<file path="config.mk">
export PLATFORM = sky130hd
export DESIGN_NAME = rtq_top
export DESIGN_NICKNAME = d
export VERILOG_FILES = /design/src/rtl/rtq_pkg.sv /design/src/rtl/rtq_slots.sv /design/src/rtl/rtq_ctrl.sv /design/src/rtl/rtq_top.sv
export SDC_FILE = /design/constraint.sdc
export NUM_CORES = 1
export LEC_CHECK = 0
export BUFFER_PORTS_ARGS = -buffer_cell sky130_fd_sc_hd__buf_2
export CAP_MARGIN = 5
export CORE_UTILIZATION = 41
export DETAILED_ROUTE_END_ITERATION = 16
export GPL_TIMING_DRIVEN = 0
export PLACE_DENSITY = 0.62
export SKIP_CTS_REPAIR_TIMING = 1
export SYNTH_ARGS = -nofsm -noshare
export SYNTH_HDL_FRONTEND = slang
export SYNTH_HIERARCHICAL = 1
export SYNTH_SLANG_ARGS = --single-unit
</file>
<file path="constraint.sdc">
create_clock -name clk -period 9.4 [get_ports clk]
set_input_delay 0 -clock clk [delete_from_list [all_inputs] [get_ports clk]]
set_output_delay 0 -clock clk [all_outputs]
set_load 0.05 [all_outputs]
</file>
<file path="src/rtl/rtq_pkg.sv">
package rtq_pkg;
  // strobes the control issues to the slot storage
  typedef struct packed {
    logic allocWe;   // write a new slot at the tail
    logic retireEn;  // head slot leaves the queue this cycle
  } rtq_strobe_t;
endpackage

</file>
<file path="src/rtl/rtq_slots.sv">
module rtq_slots
  import rtq_pkg::*;
#(
  parameter int DEPTH = 8,
  parameter int PC_W  = 32,
  localparam int IDX_W = $clog2(DEPTH)
) (
  input  logic             clk,
  input  logic             rstN,
  input  rtq_strobe_t      strb,
  input  logic [IDX_W-1:0] tailIdx,
  input  logic [IDX_W-1:0] headIdx,
  input  logic [PC_W-1:0]  allocPc,
  input  logic             allocIsStore,
  input  logic             doneValid,
  input  logic [IDX_W-1:0] doneTag,
  input  logic             doneFault,
  output logic [PC_W-1:0]  headPc,
  output logic             headStore,
  output logic             headDone,
  output logic             headFault
);
  logic [PC_W-1:0] pcQ    [DEPTH];
  logic [DEPTH-1:0] storeQ, doneQ, faultQ;

  always_ff @(posedge clk) begin
    if (strb.allocWe) begin
      pcQ[tailIdx] <= allocPc;
    end
  end

  always_ff @(posedge clk) begin
    if (!rstN) begin
      storeQ <= '0;
      doneQ  <= '0;
      faultQ <= '0;
    end else begin
      if (doneValid) begin
        doneQ[doneTag]  <= 1'b1;
        faultQ[doneTag] <= doneFault;
      end
      // a fresh claim overrides any stale completion in the same slot
      if (strb.allocWe) begin
        storeQ[tailIdx] <= allocIsStore;
        doneQ[tailIdx]  <= 1'b0;
        faultQ[tailIdx] <= 1'b0;
      end
    end
  end

  assign headPc    = pcQ[headIdx];
  assign headStore = storeQ[headIdx];
  assign headDone  = doneQ[headIdx];
  assign headFault = faultQ[headIdx];

  AST_RETIRE_DONE: assert property (@(posedge clk) disable iff (!rstN)
    strb.retireEn |-> (doneQ[headIdx] && !faultQ[headIdx]));
endmodule

</file>
<file path="src/rtl/rtq_ctrl.sv">
module rtq_ctrl
  import rtq_pkg::*;
#(
  parameter int DEPTH = 8,
  localparam int IDX_W = $clog2(DEPTH),
  localparam int PTR_W = IDX_W + 1
) (
  input  logic             clk,
  input  logic             rstN,
  input  logic             allocValid,
  input  logic             brFlushValid,
  input  logic [IDX_W-1:0] brFlushTag,
  input  logic             intReq,
  input  logic             headDone,
  input  logic             headFault,
  output rtq_strobe_t      strb,
  output logic [IDX_W-1:0] headIdx,
  output logic [IDX_W-1:0] tailIdx,
  output logic             allocReady,
  output logic             retireValid,
  output logic             excValid,
  output logic             intTaken
);
  logic [PTR_W-1:0] headPtr, tailPtr, brTail;
  logic [IDX_W-1:0] brOff;
  logic             isEmpty, isFull, flushAll, flushBr;

  assign headIdx = headPtr[IDX_W-1:0];
  assign tailIdx = tailPtr[IDX_W-1:0];
  assign isEmpty = (headPtr == tailPtr);
  assign isFull  = (headPtr[IDX_W] != tailPtr[IDX_W]) && (headIdx == tailIdx);

  always_comb begin
    excValid    = !isEmpty && headDone && headFault;
    intTaken    = intReq && !isEmpty && !excValid;
    flushAll    = excValid || intTaken;
    flushBr     = brFlushValid && !flushAll;
    retireValid = !isEmpty && headDone && !headFault && !intReq;
    allocReady  = !isFull && !flushAll && !brFlushValid;
    strb.allocWe  = allocValid && allocReady;
    strb.retireEn = retireValid;
    // the branch keeps its slot; the new tail is one past it
    brOff  = brFlushTag - headIdx;
    brTail = headPtr + {1'b0, brOff} + PTR_W'(1);
  end

  always_ff @(posedge clk) begin
    if (!rstN) begin
      headPtr <= '0;
      tailPtr <= '0;
    end else if (flushAll) begin
      tailPtr <= headPtr;
    end else begin
      if (strb.retireEn) headPtr <= headPtr + PTR_W'(1);
      if (flushBr)           tailPtr <= brTail;
      else if (strb.allocWe) tailPtr <= tailPtr + PTR_W'(1);
    end
  end

  AST_NO_OVERFLOW: assert property (@(posedge clk) disable iff (!rstN)
    (tailPtr - headPtr) <= PTR_W'(DEPTH));
  AST_ALLOC_OCCUPIES: assert property (@(posedge clk) disable iff (!rstN)
    strb.allocWe |=> !isEmpty);
  AST_FLUSH_EMPTIES: assert property (@(posedge clk) disable iff (!rstN)
    flushAll |=> (headPtr == tailPtr));
  AST_ONE_OUTCOME: assert property (@(posedge clk) disable iff (!rstN)
    $onehot0({retireValid, excValid, intTaken}));
  AST_BR_KEEPS_HEAD: assert property (@(posedge clk) disable iff (!rstN)
    (flushBr && !strb.retireEn) |=> $stable(headPtr));
endmodule

</file>
<file path="src/rtl/rtq_top.sv">
module rtq_top
  import rtq_pkg::*;
#(
  parameter int DEPTH = 8,
  parameter int PC_W  = 32,
  localparam int IDX_W = $clog2(DEPTH)
) (
  input  logic             clk,
  input  logic             rstN,
  input  logic             allocValid,
  input  logic [PC_W-1:0]  allocPc,
  input  logic             allocIsStore,
  output logic             allocReady,
  output logic [IDX_W-1:0] allocTag,
  input  logic             doneValid,
  input  logic [IDX_W-1:0] doneTag,
  input  logic             doneFault,
  input  logic             brFlushValid,
  input  logic [IDX_W-1:0] brFlushTag,
  input  logic             intReq,
  output logic             retireValid,
  output logic [PC_W-1:0]  retirePc,
  output logic             retireStore,
  output logic             excValid,
  output logic             intTaken,
  output logic [PC_W-1:0]  restartPc
);
  rtq_strobe_t      strb;
  logic [IDX_W-1:0] headIdx, tailIdx;
  logic [PC_W-1:0]  headPc;
  logic             headStore, headDone, headFault;

  rtq_ctrl #(.DEPTH(DEPTH)) ctrl_i (
    .clk(clk), .rstN(rstN), .allocValid(allocValid),
    .brFlushValid(brFlushValid), .brFlushTag(brFlushTag), .intReq(intReq),
    .headDone(headDone), .headFault(headFault), .strb(strb),
    .headIdx(headIdx), .tailIdx(tailIdx), .allocReady(allocReady),
    .retireValid(retireValid), .excValid(excValid), .intTaken(intTaken)
  );

  rtq_slots #(.DEPTH(DEPTH), .PC_W(PC_W)) slots_i (
    .clk(clk), .rstN(rstN), .strb(strb), .tailIdx(tailIdx), .headIdx(headIdx),
    .allocPc(allocPc), .allocIsStore(allocIsStore), .doneValid(doneValid),
    .doneTag(doneTag), .doneFault(doneFault), .headPc(headPc),
    .headStore(headStore), .headDone(headDone), .headFault(headFault)
  );

  assign allocTag    = tailIdx;
  assign retirePc    = headPc;
  assign restartPc   = headPc;
  assign retireStore = retireValid && headStore;

  AST_STORE_ON_RETIRE: assert property (@(posedge clk) disable iff (!rstN)
    retireStore |-> (retireValid && !excValid && !intTaken));
endmodule

</file>
# --- After elaboration in Yosys (flattened, before gate mapping) ---
# Memory sizes are Yosys's and may differ from the RTL's. A register that Yosys moved wholly into a read port is not among the register bits.
# Cells that the tools add are included.
classes:
  addsub: 5
  magnitude_cmp: 5
  n_eq_ne: 3
  n_mux: 25
  n_bitwise: 5
  reduce_logical: 24
ops:
  columns: ["op", "n"]
  rows:
  - ["2-to-1 mux 8 bit", 6]
  - ["AND 8 bit", 2]
  - ["bitwise mux 8 bit", 2]
  - ["logical AND 1 bit", 14]
  - ["adder 4 x 1 -> 4 bit, second input constant", 3]
  - ["< comparator 3 x 4 -> 1 bit, second input constant", 3]
  - ["2-to-1 mux 4 bit", 3]
  - ["binary-select mux 1 bit (select 3 bit)", 3]
  - ["inverter 8 bit", 1]
  - ["OR 8 bit", 1]
  - ["zero test 1 bit", 7]
  - ["2-to-1 mux 1 bit", 7]
  - ["demux 1 bit (select 3 bit)", 2]
  - [">= comparator 3 x 1 -> 1 bit, second input constant", 2]
  - ["2-to-1 mux 3 bit", 2]
  - ["adder 4 x 3 -> 4 bit", 1]
  - ["== test 4 bit", 1]
  - ["== test 3 bit", 1]
  - ["nonzero test 3 bit", 1]
  - ["subtractor 3 bit", 1]
  - ["AND reduction 2 bit", 1]
  - ["logical OR 1 bit", 1]
  - ["inequality test 1 bit", 1]
  - ["inverter 1 bit", 1]
word_totals:
  regBits: 32
  ram_bits: 256
  inputBits: 46
  out_inout_bits: 72
  elab_cells: 73
  n_memories: 1
memory_table:
  columns: ["name", "words", "word_bits", "read_ports", "rd_clocked_by_memory_dff", "wr", "line", "text"]
  rows:
  - ["slots_i.pcQ", 8, 32, 1, 1, 1, "rtq_slots.sv:23", "logic [PC_W-1:0] pcQ [DEPTH];"]

# --- Logic depth before layout (Yosys ltp) ---
depth:
  ltp_word: 14
  ltp_mapped: 13
  ltp_nobuf: 11

# --- Cells and area by module ---
# Netlist, hierarchy kept.
modules_own_cells:
  columns: ["module", "n_inst", "cells_each", "area_each_um2"]
  rows:
  - ["rtq_slots", 1, 485, 11055.6]
  - ["rtq_ctrl", 1, 100, 813.3]
  - ["rtq_top", 1, 33, 246.5]

# --- Worst setup path after synthesis ---
# No wires, ideal clock.
synth_timing:
  kind: "reg2reg"
  from: "register ctrl_i.headPtr[0]"
  to: "register slots_i.storeQ[0]"
  arrival_ns: 5.417
  t_required_ns: 9.283
  setup_slack_ns: 3.866
  stages_incl_launch_ff: 13
  path_buffers: 3
  synth_period_minus_slack_ns: 5.534
  path_cell_list: "dfxtp_1 buf_4 buf_6 buf_6 mux4_1 mux2_2 a21oi_1 nand2_1 a21oi_1 and2_1 nor4b_2 mux2i_1 nor2b_1"
synth_rtl:
  columns: ["element", "line", "text"]
  rows:
  - ["start: declaration", "rtq_ctrl.sv:24", "logic [PTR_W-1:0] headPtr, tailPtr, brTail;"]
  - ["start signal: assignment", "rtq_ctrl.sv:54", "if (strb.retireEn) headPtr <= headPtr + PTR_W'(1);"]
  - ["end signal: indexed assignment", "rtq_slots.sv:44", "storeQ[tailIdx] <= allocIsStore;"]
  - ["end: declaration", "rtq_slots.sv:24", "logic [DEPTH-1:0] storeQ, doneQ, faultQ;"]

==> summary by stage <==
CTS
TritonCTS built the clock tree. The root buffer cell chosen for the clock tree is clkbuf_16. The clock-pin slew on the worst setup and hold paths is 0.06 ns. The number of buffers created by CTS is 29. The insertion delay to the later sink of the worst-skew pair is 0.53 ns. The H-tree depth reported by CTS is 1. The maximum root-to-sink buffer count is 3. Counting every sink on the clock net gives 288.

Power
For this design the ratio of total power to cell area is 200.0 nW/µm². Summed over all cells, the static leakage comes to 0.005181 µW. VDD sags by at most 0.1741 mV.

STA
The worst-case clock skew is 0.007499 ns. The sum of negative setup slack is 0 ns. Based on the critical path, the design can be clocked at up to 0.2133 GHz. The headroom to the max-slew limit is 14.23%.

Setup violations remaining at the end of the flow were counted as 0. The number of endpoints with negative hold slack in the final report is 0. The final number of max-transition violations is 0. Setup repair after global routing left no endpoint under its margin. Counting I/O delays and the setup requirement, the final critical path takes 4.688 ns. After layout, the worst path uses 49.87% of the clock period.

The slew at the pin closest to its max-slew limit is 1.287 ns.

Floorplanning
The region available for standard cell placement spans 28860 µm². The starting density of the core is 41.96%. The die span in x is 173.8 µm. The row count is 62. The floorplan step set the die height to 173.8 µm. The number of top-level design ports is 118.

The die footprint is 30220 µm².

Run status
The run finished with clean final reports.

Route
The detailed-route DRC error count is 0. After detailed routing, the average wire length per cell comes to 20.31 µm. The pre-antenna-repair detailed-routing pass consisted of 4 iterations. The iteration-0 DRC count of the detailed router is 291. The wire length reported by the detailed router is 24800 µm. Once detail routing completed, the nets flagged for antenna violations numbered 0. The routed layout has 6291 vias. The vias per cell is 5.152.

Setup path
The worst-case reg-to-reg path depth is 12. In this run the register-to-register setup slack is 4.71 ns. In this run the critical register-to-register path is captured at slots_i/storeQ[2]$_SDFFE_PN0P_. The setup path with the least slack is of type flip-flop to flip-flop. Along the worst path, the maximum fanout reaches 34. The worst setup path is launched from a flip-flop. For the worst setup path, the data required time is 9.82 ns. The worst setup path is captured at a flip-flop. The beginning of the worst register-to-register path is ctrl_i/headPtr[2]$_SDFFE_PN0P_.

The beginning of the critical path is ctrl_i/headPtr[2]$_SDFFE_PN0P_. At the worst endpoint, the arrival time is 5.11 ns.

Global routing
The number of global-route vias before repair is 6301. The routing usage on met1 is 20.74%. The met3 global-route usage is 2.895%. The first-pass GRT wire length is 36910 µm.

The largest net degree at the start of global routing is 35. Global routing used 16.25% of the available tracks. For this run, global-route usage on met2 was measured as 28.97%. The number of antenna violations at the first check in global routing came to 2. met2 is the most crowded layer. For this run the aggregate overflow at the end of global routing stands at 0.

Placement
The count of input and output buffers is 114. The final weighted congestion in routability-driven placement is 0.7776. Detailed placement ended at an HPWL of 15250 µm.

Finish
From synthesis to final layout, the design area changed by 21.39%. In the final layout, the share of cells above drive strength 1 is 31.14%. The net count of the finished layout is 868. Measured on the finished design, the core utilization comes to 50.93%.

Logic synthesis
The mapped netlist covers 12110 µm². The total number of yosys warnings is 6. Synthesis handed over a netlist of 617 instances. The total nets after synthesis is 671. Dividing the synthesized area by the synthesized cell count gives 19.62 µm².

Job
The number of maximum-capacitance violations is 0.

Hold path
The min-delay analysis places its worst path in the category input port to flip-flop. The worst hold endpoint is ctrl_i/tailPtr[0]$_SDFFE_PN0P_. The start point of the worst min-delay path is brFlushValid. The hold-critical path depth is 5.
worst max-delay path, cell delays in order (launching register included):
cell and delay (ns):
dfxtp_1 0.54, buf_4 0.18, buf_2 0.18, clkbuf_1 0.57, mux4_2 0.39, mux2_2 0.33, a21oi_1 0.29, nand2_1 0.09
a21oi_1 0.19, and2_1 0.30, and4bb_2 1.14, mux2i_1 0.28, nor2b_1 0.07
how the worst max path moves through the flow:
stage                                                 to  slack (ns)  cells past startpoint
after floorplan           slots_i/storeQ[0]$_SDFFE_PN0P_        3.87                     12
after global placement    slots_i/storeQ[0]$_SDFFE_PN0P_        1.92                     12
after detailed placement  slots_i/storeQ[2]$_SDFFE_PN0P_        4.68                     12
after CTS                 slots_i/storeQ[2]$_SDFFE_PN0P_        4.69                     12
after global routing      slots_i/storeQ[1]$_SDFFE_PN0P_        4.40                     12
final                     slots_i/storeQ[2]$_SDFFE_PN0P_        4.71                     12
flip-flops by register name (all words and copies together), names as in the netlist:
name / cells
slots_i/faultQ: 8
slots_i/pcQ: 256
slots_i/storeQ: 8
ctrl_i/tailPtr: 4
ctrl_i/headPtr: 4
slots_i/doneQ: 8
power breakdown:
group          internal (µW)  total, µW  switching, µW
sequential              1430       1450           13.8
clock                    698       1150            452
combinational            121        343            222
total                   2250       2940            687
routing by layer:
| metal | wire length, µm | vias to the layer above |
|---|---|---|
| met2 | 12880 | 174 |
| met4 | 453 | 0 |
| met5 | 0 | - |
| met3 | 1139 | 35 |
| li1 | - | 2897 |
| met1 | 10330 | 3185 |
through the flow:
stage / hold slack, ns / area, µm² / power [µW] / cells / setup WS, ns
2_1_floorplan: 0.09887 / 12110 / 1708 / 617 / 3.866
3_3_place_gp: 0.2517 / 13160 / 1790 / 1115 / 1.918
3_5_place_dp: 0.2656 / 13290 / 1805 / 1122 / 4.678
4_1_cts: -0.2944 / 14240 / 2950 / 1174 / 4.688
5_1_grt: 0.1033 / 14700 / 3039 / 1220 / 4.398
6_report: 0.04714 / 14700 / 2939 / 1221 / 4.712
placed cells by master (no fill, tap or decap), drive strengths merged, types with 7 or more instances in the layout:
cell           n
edfxtp       256
dlygate4sd3   45
inv           17
mux2          36
buf          173
nor2b          9
nand2         13
nor2          24
a21oi          9
xnor2          7
clkinv        12
clkbuf        44
mux4          70
mux2i         17
dfxtp         32
cell type report:
class / instances / area, µm²
clock buffer: 33 / 740.7
timing repair buffer: 166 / 1139
tap: 384 / 480.5
clock inverter: 19 / 216.5
multi-input combinational: 249 / 3282
sequential: 288 / 8328
antenna: 2 / 5.005
inverter: 17 / 63.81
fill: 2361 / 14160
buffer: 63 / 442.9
No activity file was read; power rests on OpenSTA's default activity.
